<file path="src/rtl/eirq_pkg.sv">
package eirq_pkg;

   typedef enum logic {
      PORT_CMD  = 1'b0,
      PORT_MASK = 1'b1
   } eirq_port_e;

   localparam int unsigned DEF_LINES  = 8;
   localparam int unsigned DEF_DATA_W = 8;

endpackage

</file>
<file path="src/rtl/eirq_prio_pick.sv">
// Lowest-index-first fixed-priority picker.
module eirq_prio_pick #(
   parameter int unsigned N     = 8,
   localparam int unsigned IDX_W = $clog2(N)
) (
   input  logic [N-1:0]     cand_i,
   output logic [N-1:0]     grant_o,
   output logic             any_o,
   output logic [IDX_W-1:0] idx_o
);

   logic [N:0] blocked;

   assign blocked[0] = 1'b0;

   for (genvar g = 0; g < N; g++) begin : g_chain
      assign grant_o[g]   = cand_i[g] & ~blocked[g];
      assign blocked[g+1] = blocked[g] | cand_i[g];
   end

   assign any_o = blocked[N];

   always_comb begin
      idx_o = '0;
      for (int i = N - 1; i >= 0; i--) begin
         if (cand_i[i]) idx_o = IDX_W'(i);
      end
   end

endmodule

</file>
<file path="src/rtl/eirq_line_state.sv">
// Pending latches and mask register.
module eirq_line_state #(
   parameter int unsigned N = 8
) (
   input  logic         clk_i,
   input  logic         rst_ni,
   input  logic [N-1:0] req_i,
   input  logic [N-1:0] take_i,
   input  logic         mask_we_i,
   input  logic [N-1:0] mask_wdata_i,
   output logic [N-1:0] pend_o,
   output logic [N-1:0] mask_o
);

   logic [N-1:0] pend_q;
   logic [N-1:0] mask_q;

   always_ff @(posedge clk_i) begin
      if (!rst_ni) begin
         pend_q <= '0;
         mask_q <= '0;
      end else begin
         pend_q <= (pend_q | req_i) & ~take_i;
         if (mask_we_i) mask_q <= mask_wdata_i;
      end
   end

   assign pend_o = pend_q;
   assign mask_o = mask_q;

   for (genvar g = 0; g < N; g++) begin : g_chk
      a_r4_pend_held: assert property (@(posedge clk_i) disable iff (!rst_ni)
         (pend_q[g] && !take_i[g]) |=> pend_q[g]);
      a_r4_req_latched: assert property (@(posedge clk_i) disable iff (!rst_ni)
         (req_i[g] && !take_i[g]) |=> pend_q[g]);
   end

endmodule

</file>
<file path="src/rtl/eirq_level_track.sv">
// Current service level, in-service marks, end-of-service walk.
module eirq_level_track #(
   parameter int unsigned N     = 8,
   localparam int unsigned IDX_W = $clog2(N),
   localparam int unsigned LVL_W = $clog2(N + 1)
) (
   input  logic             clk_i,
   input  logic             rst_ni,
   input  logic             eoi_i,
   input  logic             take_vld_i,
   input  logic [IDX_W-1:0] take_idx_i,
   output logic [LVL_W-1:0] level_o,
   output logic [N-1:0]     below_o
);

   localparam logic [LVL_W-1:0] IDLE = LVL_W'(N);

   logic [LVL_W-1:0] level_q, walk_lvl;
   logic [N-1:0]     busy_q, busy_clr, busy_set;

   always_comb begin
      busy_clr = busy_q;
      if (level_q < IDLE) busy_clr[level_q[IDX_W-1:0]] = 1'b0;
      walk_lvl = IDLE;
      for (int i = N - 1; i >= 0; i--) begin
         if (busy_clr[i] && (LVL_W'(i) > level_q)) walk_lvl = LVL_W'(i);
      end
   end

   always_comb begin
      busy_set = busy_q;
      busy_set[take_idx_i] = 1'b1;
   end

   always_ff @(posedge clk_i) begin
      if (!rst_ni) begin
         level_q <= IDLE;
         busy_q  <= '0;
      end else if (take_vld_i) begin
         level_q <= LVL_W'(take_idx_i);
         busy_q  <= busy_set;
      end else if (eoi_i && (level_q < IDLE)) begin
         level_q <= walk_lvl;
         busy_q  <= busy_clr;
      end
   end

   for (genvar g = 0; g < N; g++) begin : g_below
      assign below_o[g] = (level_q > LVL_W'(g));
   end

   assign level_o = level_q;

   a_r6_idle_noop: assert property (@(posedge clk_i) disable iff (!rst_ni)
      (eoi_i && !take_vld_i && level_q == IDLE) |=> (level_q == IDLE && $stable(busy_q)));
   a_r6_walk_up: assert property (@(posedge clk_i) disable iff (!rst_ni)
      (eoi_i && !take_vld_i && level_q < IDLE) |=> (level_q > $past(level_q)));
   a_r6_no_overlap: assert property (@(posedge clk_i) disable iff (!rst_ni)
      eoi_i |-> !take_vld_i);

endmodule

</file>
<file path="src/rtl/eirq_ctrl.sv">
module eirq_ctrl #(
   parameter int unsigned N_LINES     = eirq_pkg::DEF_LINES,
   parameter int unsigned DATA_W      = eirq_pkg::DEF_DATA_W,
   parameter int unsigned VEC_W       = 8,
   parameter int unsigned VEC_BASE    = 8,
   parameter logic [7:0]  EOI_CODE    = 8'h20,
   parameter logic [7:0]  STATUS_CODE = 8'h60
) (
   input  logic               clk_i,
   input  logic               rst_ni,
   input  logic [N_LINES-1:0] req_i,
   input  logic               reg_en_i,
   input  logic               reg_we_i,
   input  logic               reg_sel_i,
   input  logic [DATA_W-1:0]  reg_wdata_i,
   output logic [DATA_W-1:0]  reg_rdata_o,
   input  logic               gie_i,
   output logic               int_o,
   output logic [VEC_W-1:0]   vec_o,
   input  logic               inta_i,
   output logic               wait_o
);
   import eirq_pkg::*;

   localparam int unsigned IDX_W = $clog2(N_LINES);
   localparam int unsigned LVL_W = $clog2(N_LINES + 1);

   if (N_LINES < 2 || N_LINES > DATA_W) begin : g_bad_lines
      $error("eirq_ctrl: N_LINES must lie in 2..DATA_W");
   end
   if (DATA_W < 8) begin : g_bad_data
      $error("eirq_ctrl: DATA_W must be at least 8");
   end
   if (VEC_BASE + N_LINES > (1 << VEC_W)) begin : g_bad_vec
      $error("eirq_ctrl: vectors do not fit VEC_W");
   end

   eirq_port_e port;
   logic wr, eoi, mask_we;
   logic gie_d, gie_rise, hold_q, en_eff;
   logic int_q;
   logic [VEC_W-1:0]   vec_q;
   logic [N_LINES-1:0] pend, mask, below, allow, cand, grant;
   logic               take_vld;
   logic [IDX_W-1:0]   take_idx;
   logic [LVL_W-1:0]   level;

   assign port    = eirq_port_e'(reg_sel_i);
   assign wr      = reg_en_i & reg_we_i;
   assign eoi     = wr && (port == PORT_CMD) && (reg_wdata_i == DATA_W'(EOI_CODE));
   assign mask_we = wr && (port == PORT_MASK);

   assign gie_rise = gie_i & ~gie_d;
   assign en_eff   = gie_i & ~hold_q & ~int_q;

   assign allow = ~mask & below;
   assign cand  = (pend | req_i) & allow & {N_LINES{en_eff & ~wr}};

   eirq_prio_pick #(.N(N_LINES)) u_pick (
      .cand_i  (cand),
      .grant_o (grant),
      .any_o   (take_vld),
      .idx_o   (take_idx)
   );

   eirq_line_state #(.N(N_LINES)) u_lines (
      .clk_i        (clk_i),
      .rst_ni       (rst_ni),
      .req_i        (req_i),
      .take_i       (grant),
      .mask_we_i    (mask_we),
      .mask_wdata_i (reg_wdata_i[N_LINES-1:0]),
      .pend_o       (pend),
      .mask_o       (mask)
   );

   eirq_level_track #(.N(N_LINES)) u_level (
      .clk_i      (clk_i),
      .rst_ni     (rst_ni),
      .eoi_i      (eoi),
      .take_vld_i (take_vld),
      .take_idx_i (take_idx),
      .level_o    (level),
      .below_o    (below)
   );

   always_ff @(posedge clk_i) begin
      if (!rst_ni) begin
         gie_d  <= 1'b0;
         hold_q <= 1'b0;
         int_q  <= 1'b0;
         vec_q  <= '0;
      end else begin
         gie_d <= gie_i;
         if (take_vld)      hold_q <= 1'b1;
         else if (gie_rise) hold_q <= 1'b0;
         if (take_vld) begin
            int_q <= 1'b1;
            vec_q <= VEC_W'(VEC_BASE) + VEC_W'(take_idx);
         end else if (inta_i) begin
            int_q <= 1'b0;
         end
      end
   end

   always_comb begin
      if (port == PORT_MASK) reg_rdata_o = DATA_W'(mask);
      else                   reg_rdata_o = DATA_W'(STATUS_CODE);
   end

   assign int_o  = int_q;
   assign vec_o  = vec_q;
   assign wait_o = ~en_eff & (|(pend & allow));

   a_r1_int_held: assert property (@(posedge clk_i) disable iff (!rst_ni)
      (int_o && !inta_i) |=> int_o);
   a_r1_vec_stable: assert property (@(posedge clk_i) disable iff (!rst_ni)
      (int_o && !inta_i) |=> $stable(vec_o));
   a_r3_grant_allowed: assert property (@(posedge clk_i) disable iff (!rst_ni)
      (grant & ~allow) == '0);
   a_r10_one_grant: assert property (@(posedge clk_i) disable iff (!rst_ni)
      $onehot0(grant));
   a_r5_level_drops: assert property (@(posedge clk_i) disable iff (!rst_ni)
      $rose(int_o) |-> (level < $past(level)));
   a_r5_level_is_line: assert property (@(posedge clk_i) disable iff (!rst_ni)
      take_vld |=> (level == $past(LVL_W'(take_idx))));

endmodule

</file>
<file path="config.mk">
export PLATFORM = sky130hd
export DESIGN_NAME = eirq_ctrl
export DESIGN_NICKNAME = d
export VERILOG_FILES = /design/src/rtl/eirq_pkg.sv /design/src/rtl/eirq_prio_pick.sv /design/src/rtl/eirq_line_state.sv /design/src/rtl/eirq_level_track.sv /design/src/rtl/eirq_ctrl.sv
export SDC_FILE = /design/constraint.sdc
export NUM_CORES = 1
export LEC_CHECK = 0
export BUFFER_PORTS_ARGS = -buffer_cell sky130_fd_sc_hd__buf_4
export CORE_ASPECT_RATIO = 2
export CORE_UTILIZATION = 58
export CTS_BUF_LIST = sky130_fd_sc_hd__clkbuf_8 sky130_fd_sc_hd__clkbuf_16
export DETAILED_ROUTE_END_ITERATION = 16
export GPL_ROUTABILITY_DRIVEN = 0
export PLACE_DENSITY = 0.84
export RECOVER_POWER = 25
export SLEW_MARGIN = 40
export SYNTH_ARGS = -nofsm -noshare
export SYNTH_HDL_FRONTEND = slang
export SYNTH_SLANG_ARGS = --single-unit
</file>
<file path="constraint.sdc">
create_clock -name clk_i -period 2.89 [get_ports clk_i]
set_input_delay 0.4335 -clock clk_i [delete_from_list [all_inputs] [get_ports clk_i]]
set_output_delay 0.4335 -clock clk_i [all_outputs]
set_load 0.02 [all_outputs]
</file>
* Yosys cells after proc, flatten, opt, wreduce, memory -nomap -nowiden
Index checks and enable logic that the tools add are counted.
Word-level totals: register bits 39, latch bits 0, RAM bits 0, bits in read-only memories 0, input port bits 23, output and inout port bits 18, logic and storage cells 123, memories kept 0
Cells by class: add/subtract/negate cells 1, multiply operators 0, divide/modulo/power cells 0, magnitude comparators 21, equality and inequality tests 1, shift-type cells 0, multiplexer cells 30, bitwise logic cells 44, reduce and logical (&&, ||, !) cells 18
Operators by type and width (count):
- 8-bit bitwise AND | 6
- 4-bit two-way mux | 10
- 8-bit two-way mux | 4
- 3-bit two-way mux | 8
- 8-bit NOT | 3
- 3-bit by 4-bit greater-than comparator with 1-bit output, first input constant | 4
- 4-bit by 3-bit greater-than comparator with 1-bit output, second input constant | 4
- 8-bit OR | 2
- 1-bit logical AND | 14
- 1-bit bitwise AND | 13
- 1-bit NOT | 13
- 8-bit by 6-bit equality test with 1-bit output, second input constant | 1
- 1-bit by 4-bit greater-than comparator with 1-bit output, first input constant | 2
- 2-bit by 4-bit greater-than comparator with 1-bit output, first input constant | 2
- 4-bit by 1-bit greater-than comparator with 1-bit output, second input constant | 2
- 4-bit by 2-bit greater-than comparator with 1-bit output, second input constant | 2
- 3-bit by 4-bit < comparator with 1-bit output, second input constant | 2
- 8-bit OR reduction | 1
- 1-bit OR | 7
- 1-bit demux with 3-bit select | 2
- 3-bit by 1-bit >= comparator with 1-bit output, second input constant | 2
- 1-bit two-way mux | 6
- 2-bit nonzero test | 3
- 4-bit by 3-bit adder with 5-bit output, first input constant | 1
- 4-bit < comparator, second input constant | 1

* Depth between registers and ports, before layout
word-level depth 19, mapped depth 8, depth with buffers taken out 6

* By module
A second synthesis with hierarchy kept.
Second synthesis, totals: cells, all modules 247, area, all modules 2028.2 µm²
Modules (own cells, without submodules):
- eirq_level_track | times used 1, cells an instance 106, area an instance 764.5 µm², sequential area each 220.2 µm²
- eirq_line_state | times used 1, cells an instance 50, area an instance 569.3 µm², sequential area each 320.3 µm²
- eirq_ctrl | times used 1, cells an instance 68, area an instance 553.0 µm², sequential area each 140.1 µm²
- eirq_prio_pick | times used 1, cells an instance 23, area an instance 141.4 µm², sequential area each 0.0 µm²

* Worst setup path after synthesis
OpenSTA, ideal clock, no wires.
path kind reg2out, from register u_level.level_q[3], in the netlist u_level.level_o[3], to output port wait_o, data arrival time 1485 ps, data required time 2457 ps, path slack 972 ps, cell stages (with the launch flop) 7, buffers on the path 1, path through dfxtp_1 buf_4 nor3_1 nor3b_1 a221o_1 a21oi_1 a21boi_0
Between the ends: word-level cells in the longest chain between the ends 5, elaborated cells on any way between the ends 12, classes of those cells order compare: 8; bitwise: 3; reduce/logical: 1
Ends and longest elaborated chain:
- start: declaration | line eirq_level_track.sv:18 | logic [LVL_W-1:0] level_q, walk_lvl;
- start signal: assignment | line eirq_level_track.sv:40 | level_q <= LVL_W'(take_idx_i);
- start signal: assignment | line eirq_level_track.sv:43 | level_q <= walk_lvl;
- 4-bit by 1-bit greater-than comparator with 1-bit output (tied with other cells) | line eirq_level_track.sv:49 | assign below_o[g] = (level_q > LVL_W'(g));
- 8-bit bitwise AND (*) | line eirq_ctrl.sv:56 | assign allow = ~mask & below;
- 8-bit bitwise AND (*) | line eirq_ctrl.sv:113 | assign wait_o = ~en_eff & (|(pend & allow));
- 8-bit OR reduction (*) | line eirq_ctrl.sv:113
- 1-bit bitwise AND (*) | line eirq_ctrl.sv:113
- end: declaration | line eirq_ctrl.sv:21 | output logic wait_o
Every way passes the cells marked *; elsewhere a longest branch is shown, timed or not.

* Worst setup path after layout
from register u_level.level_q[1], in the netlist u_level.level_o[1], to output port wait_o
The elaborated chain is that of the path after synthesis.

==> flow_summary.yaml <==
timing:
  setup_viol: 0
  finalCritPeriodShare_pct: 90.8
  tns_ps: 0
  hold_ws_ps: 389
  maxSlewHeadroom_pct: 46.4
  worst_pin_slew_ps: 802
  max_freq_mhz: 381
  layout_min_cycle_time_ps: 2620
  fin_skew_ps: 5.27
  rsz0062_at_grt: "false"
  finalHoldViolations: 0
  drv_slew: 0
floorplanning:
  die_x_um: 43.0
  die-area_um2: 3610
  core_um2: 3190
  die_y_um: 83.9
  initial_core_util_pct: 61.0
  rows: 29
  pin_count: 41
placed_design:
  hpwl_mm: 4.04
  placedCellCount: 289
  io_buffers: 36
  placed_cell_area_um2: 2170
drt:
  via_count: 1883
  wl_met1_mm: 1.72
  antenna_left: 0
  routed_wl_mm: 5.23
  drc_errors: 0
  route.met2.wl_mm: 2.87
  routed-wl-met3_um: 228
  dr.first_iter.drc_count: 74
  wl_per_cell_um: 17.6
  first_pass_iters: 4
  viasPerCell: 6.34
  top_layer: "met4"
finish:
  seqCellArea_um2: 681
  antenna_cells: 0
  stdcell_area_um2: 2240
  drive_gt1_share_pct: 21.8
  final_cells: 297
  final_nets: 288
  multi_input_area_um2: 1140
  syn_to_final_growth_pct: 14.8
  fillerInstances: 271
status:
  status: "finished, final reports clean"
synth:
  synth_edf_count: 0
  synthCells: 234
  ys.flop_type: "dfxtp_1"
  ys_seq_elements: 34
  yosysUniqueCellTypes: 59
  netlist.area_leader.share_pct: 35.0
  synth_area_um2: 1950
  async_flop_share_pct: 0
  synthTopCellsByCount: "34 x dfxtp_1, 28 x nor2_1, 18 x a21oi_1, 17 x nand2_1, 12 x o21ai_0"
  ys_seq_area_share_pct: 35.0
  yosysWarnings: 0
  synth_area_leaders: "dfxtp_1 35%, nor2_1 5.4%, a21oi_1 4.6%"
  synth_area_leader_cell: "dfxtp_1"
  avgSynthCellArea_um2: 8.32
  synth_most_common_cell: "dfxtp_1"
clock_tree:
  clock_path_buffers: 2
  clkTransAtPathRegs_ps: 70
  post_cts_buffers: 0
  ctsHoldBuffers: 0
  cts_root_buf: "clkbuf_8"
  htreeDepth: 2
  clock-sinks: 34
  worstSkewPairLatency_ps: 290
  cts_tree: "yes"
  cts_inserted_buffers: 5
  cts_resized: 0
global_routing:
  track_usage_pct: 32.0
  grt_pass1_wl_mm: 8.74
  antenna_found_initial: 0
  grt_max_degree: 25
  grt_pass1_vias: 1884
  grt_overflow_total: 0
hold_path:
  hold_path.class: "input pin to register"
power_and_ir_drop:
  pwr_density_cell_nw_per_um2: 672
  p_leak_nw: 0.900
  ir_drop_v: 0.000464
setup_path:
  worstSetupStartpointType: "register"
  crit_family: "flip-flops"
  required_ps: 2460
  slowest_delay_ps: 770
  arrival_ps: 2190
  slowest_stage: "dfxtp_1"
  critPathCaptureType: "primary output"
  critical_path_peak_fanout: 16
  worstPathCellList: "a31oi_1 > nor2_1 > a221o_1 > a21oi_1 > a21boi_0 > buf_4"
  crit_type: "register to primary output"
  worst-path-buf-inv: 1
run:
  maxCapViolCount: 0
## layout make-up
type,instances,area share [%]
clock buffers,6,3.69
multi-input cells,178,51.0
flip-flops and latches,34,30.4
inverters,10,1.68
well taps,31,1.73
repair buffers,36,11.1
clock inverters,2,0.392
## flip-flops by register name, indices dropped and copies added (netlist names)
register and flops:
u_lines.pend_o 8, u_level.level_o 4, vec_o 4, int_o 1, u_level.busy_q 7, gie_d 1
u_lines.mask_o 8, hold_q 1
## through the flow
step | util [%] | setup slack (ps) | total power, mW
after CTS | 70.7 | 322 | 1.51
after detailed placement | 67.9 | 650 | 1.16
after global routing | 70.0 | 113 | 1.58
after global placement | 67.9 | 698 | 1.15
final | 70.0 | 265 | 1.50
after floorplan | - | 972 | 1.02
## placed cells by master (no fill, tap or decap), types with 3 or more instances in the layout
cell type  instances
nand2_1           17
and2_1             6
nor3_1             6
conb_1             4
nor2b_1            3
clkbuf_8           6
a21oi_1           18
o21ai_0           12
nand4_1            3
mux2i_1            9
o21ai_2            4
dfxtp_1           34
inv_1             10
a31oi_1            6
buf_4             30
o21a_1             3
clkbuf_1           6
nand2b_1           5
nor3_2             4
nor2_1            28
## worst register-to-register path: stages, from the launching register on
cell and delay [ps]:
dfxtp_1 770, a31oi_1 260, or3_1 460, nand4_1 140
a21oi_2 130, nand2b_1 180, nor3b_2 150
## metal layers
layer	up-vias	track usage, %
li1	895	-
met1	879	30.9
met2	75	58.3
met3	34	4.98
met4	0	21.5
met5	-	0
## final timing paths
check / cells after the start / endpoint / start / slack (ps)
min: 3 / u_lines.mask_o[3] / reg_wdata_i[3] / 390
max: 6 / wait_o / u_level.level_o[1] / 270
min reg2reg: 1 / vec_o[3] / vec_o[3] / 470
max reg2reg: 6 / u_lines.pend_o[2] / u_level.level_o[1] / 660
## cell families (layout without fill, tap and decap cells)
group | Yosys count | count (layout) | share of synthesized area (%)
flops | 34 | 34 | 35.0
buf+inv | 25 | 54 | 7.07
other cells | 1 | 4 | 0.193
mux | 9 | 9 | 4.63
simple gates | 92 | 92 | 27.6
compound gates | 73 | 73 | 25.6
## power breakdown
group | leakage [nW] | switching [mW] | internal, mW
clock | 0.0524 | 0.165 | 0.188
combinational | 0.568 | 0.307 | 0.204
sequential | 0.280 | 0.106 | 0.533
total | 0.900 | 0.578 | 0.925
Note: power is estimated with default switching activity, not from simulation.
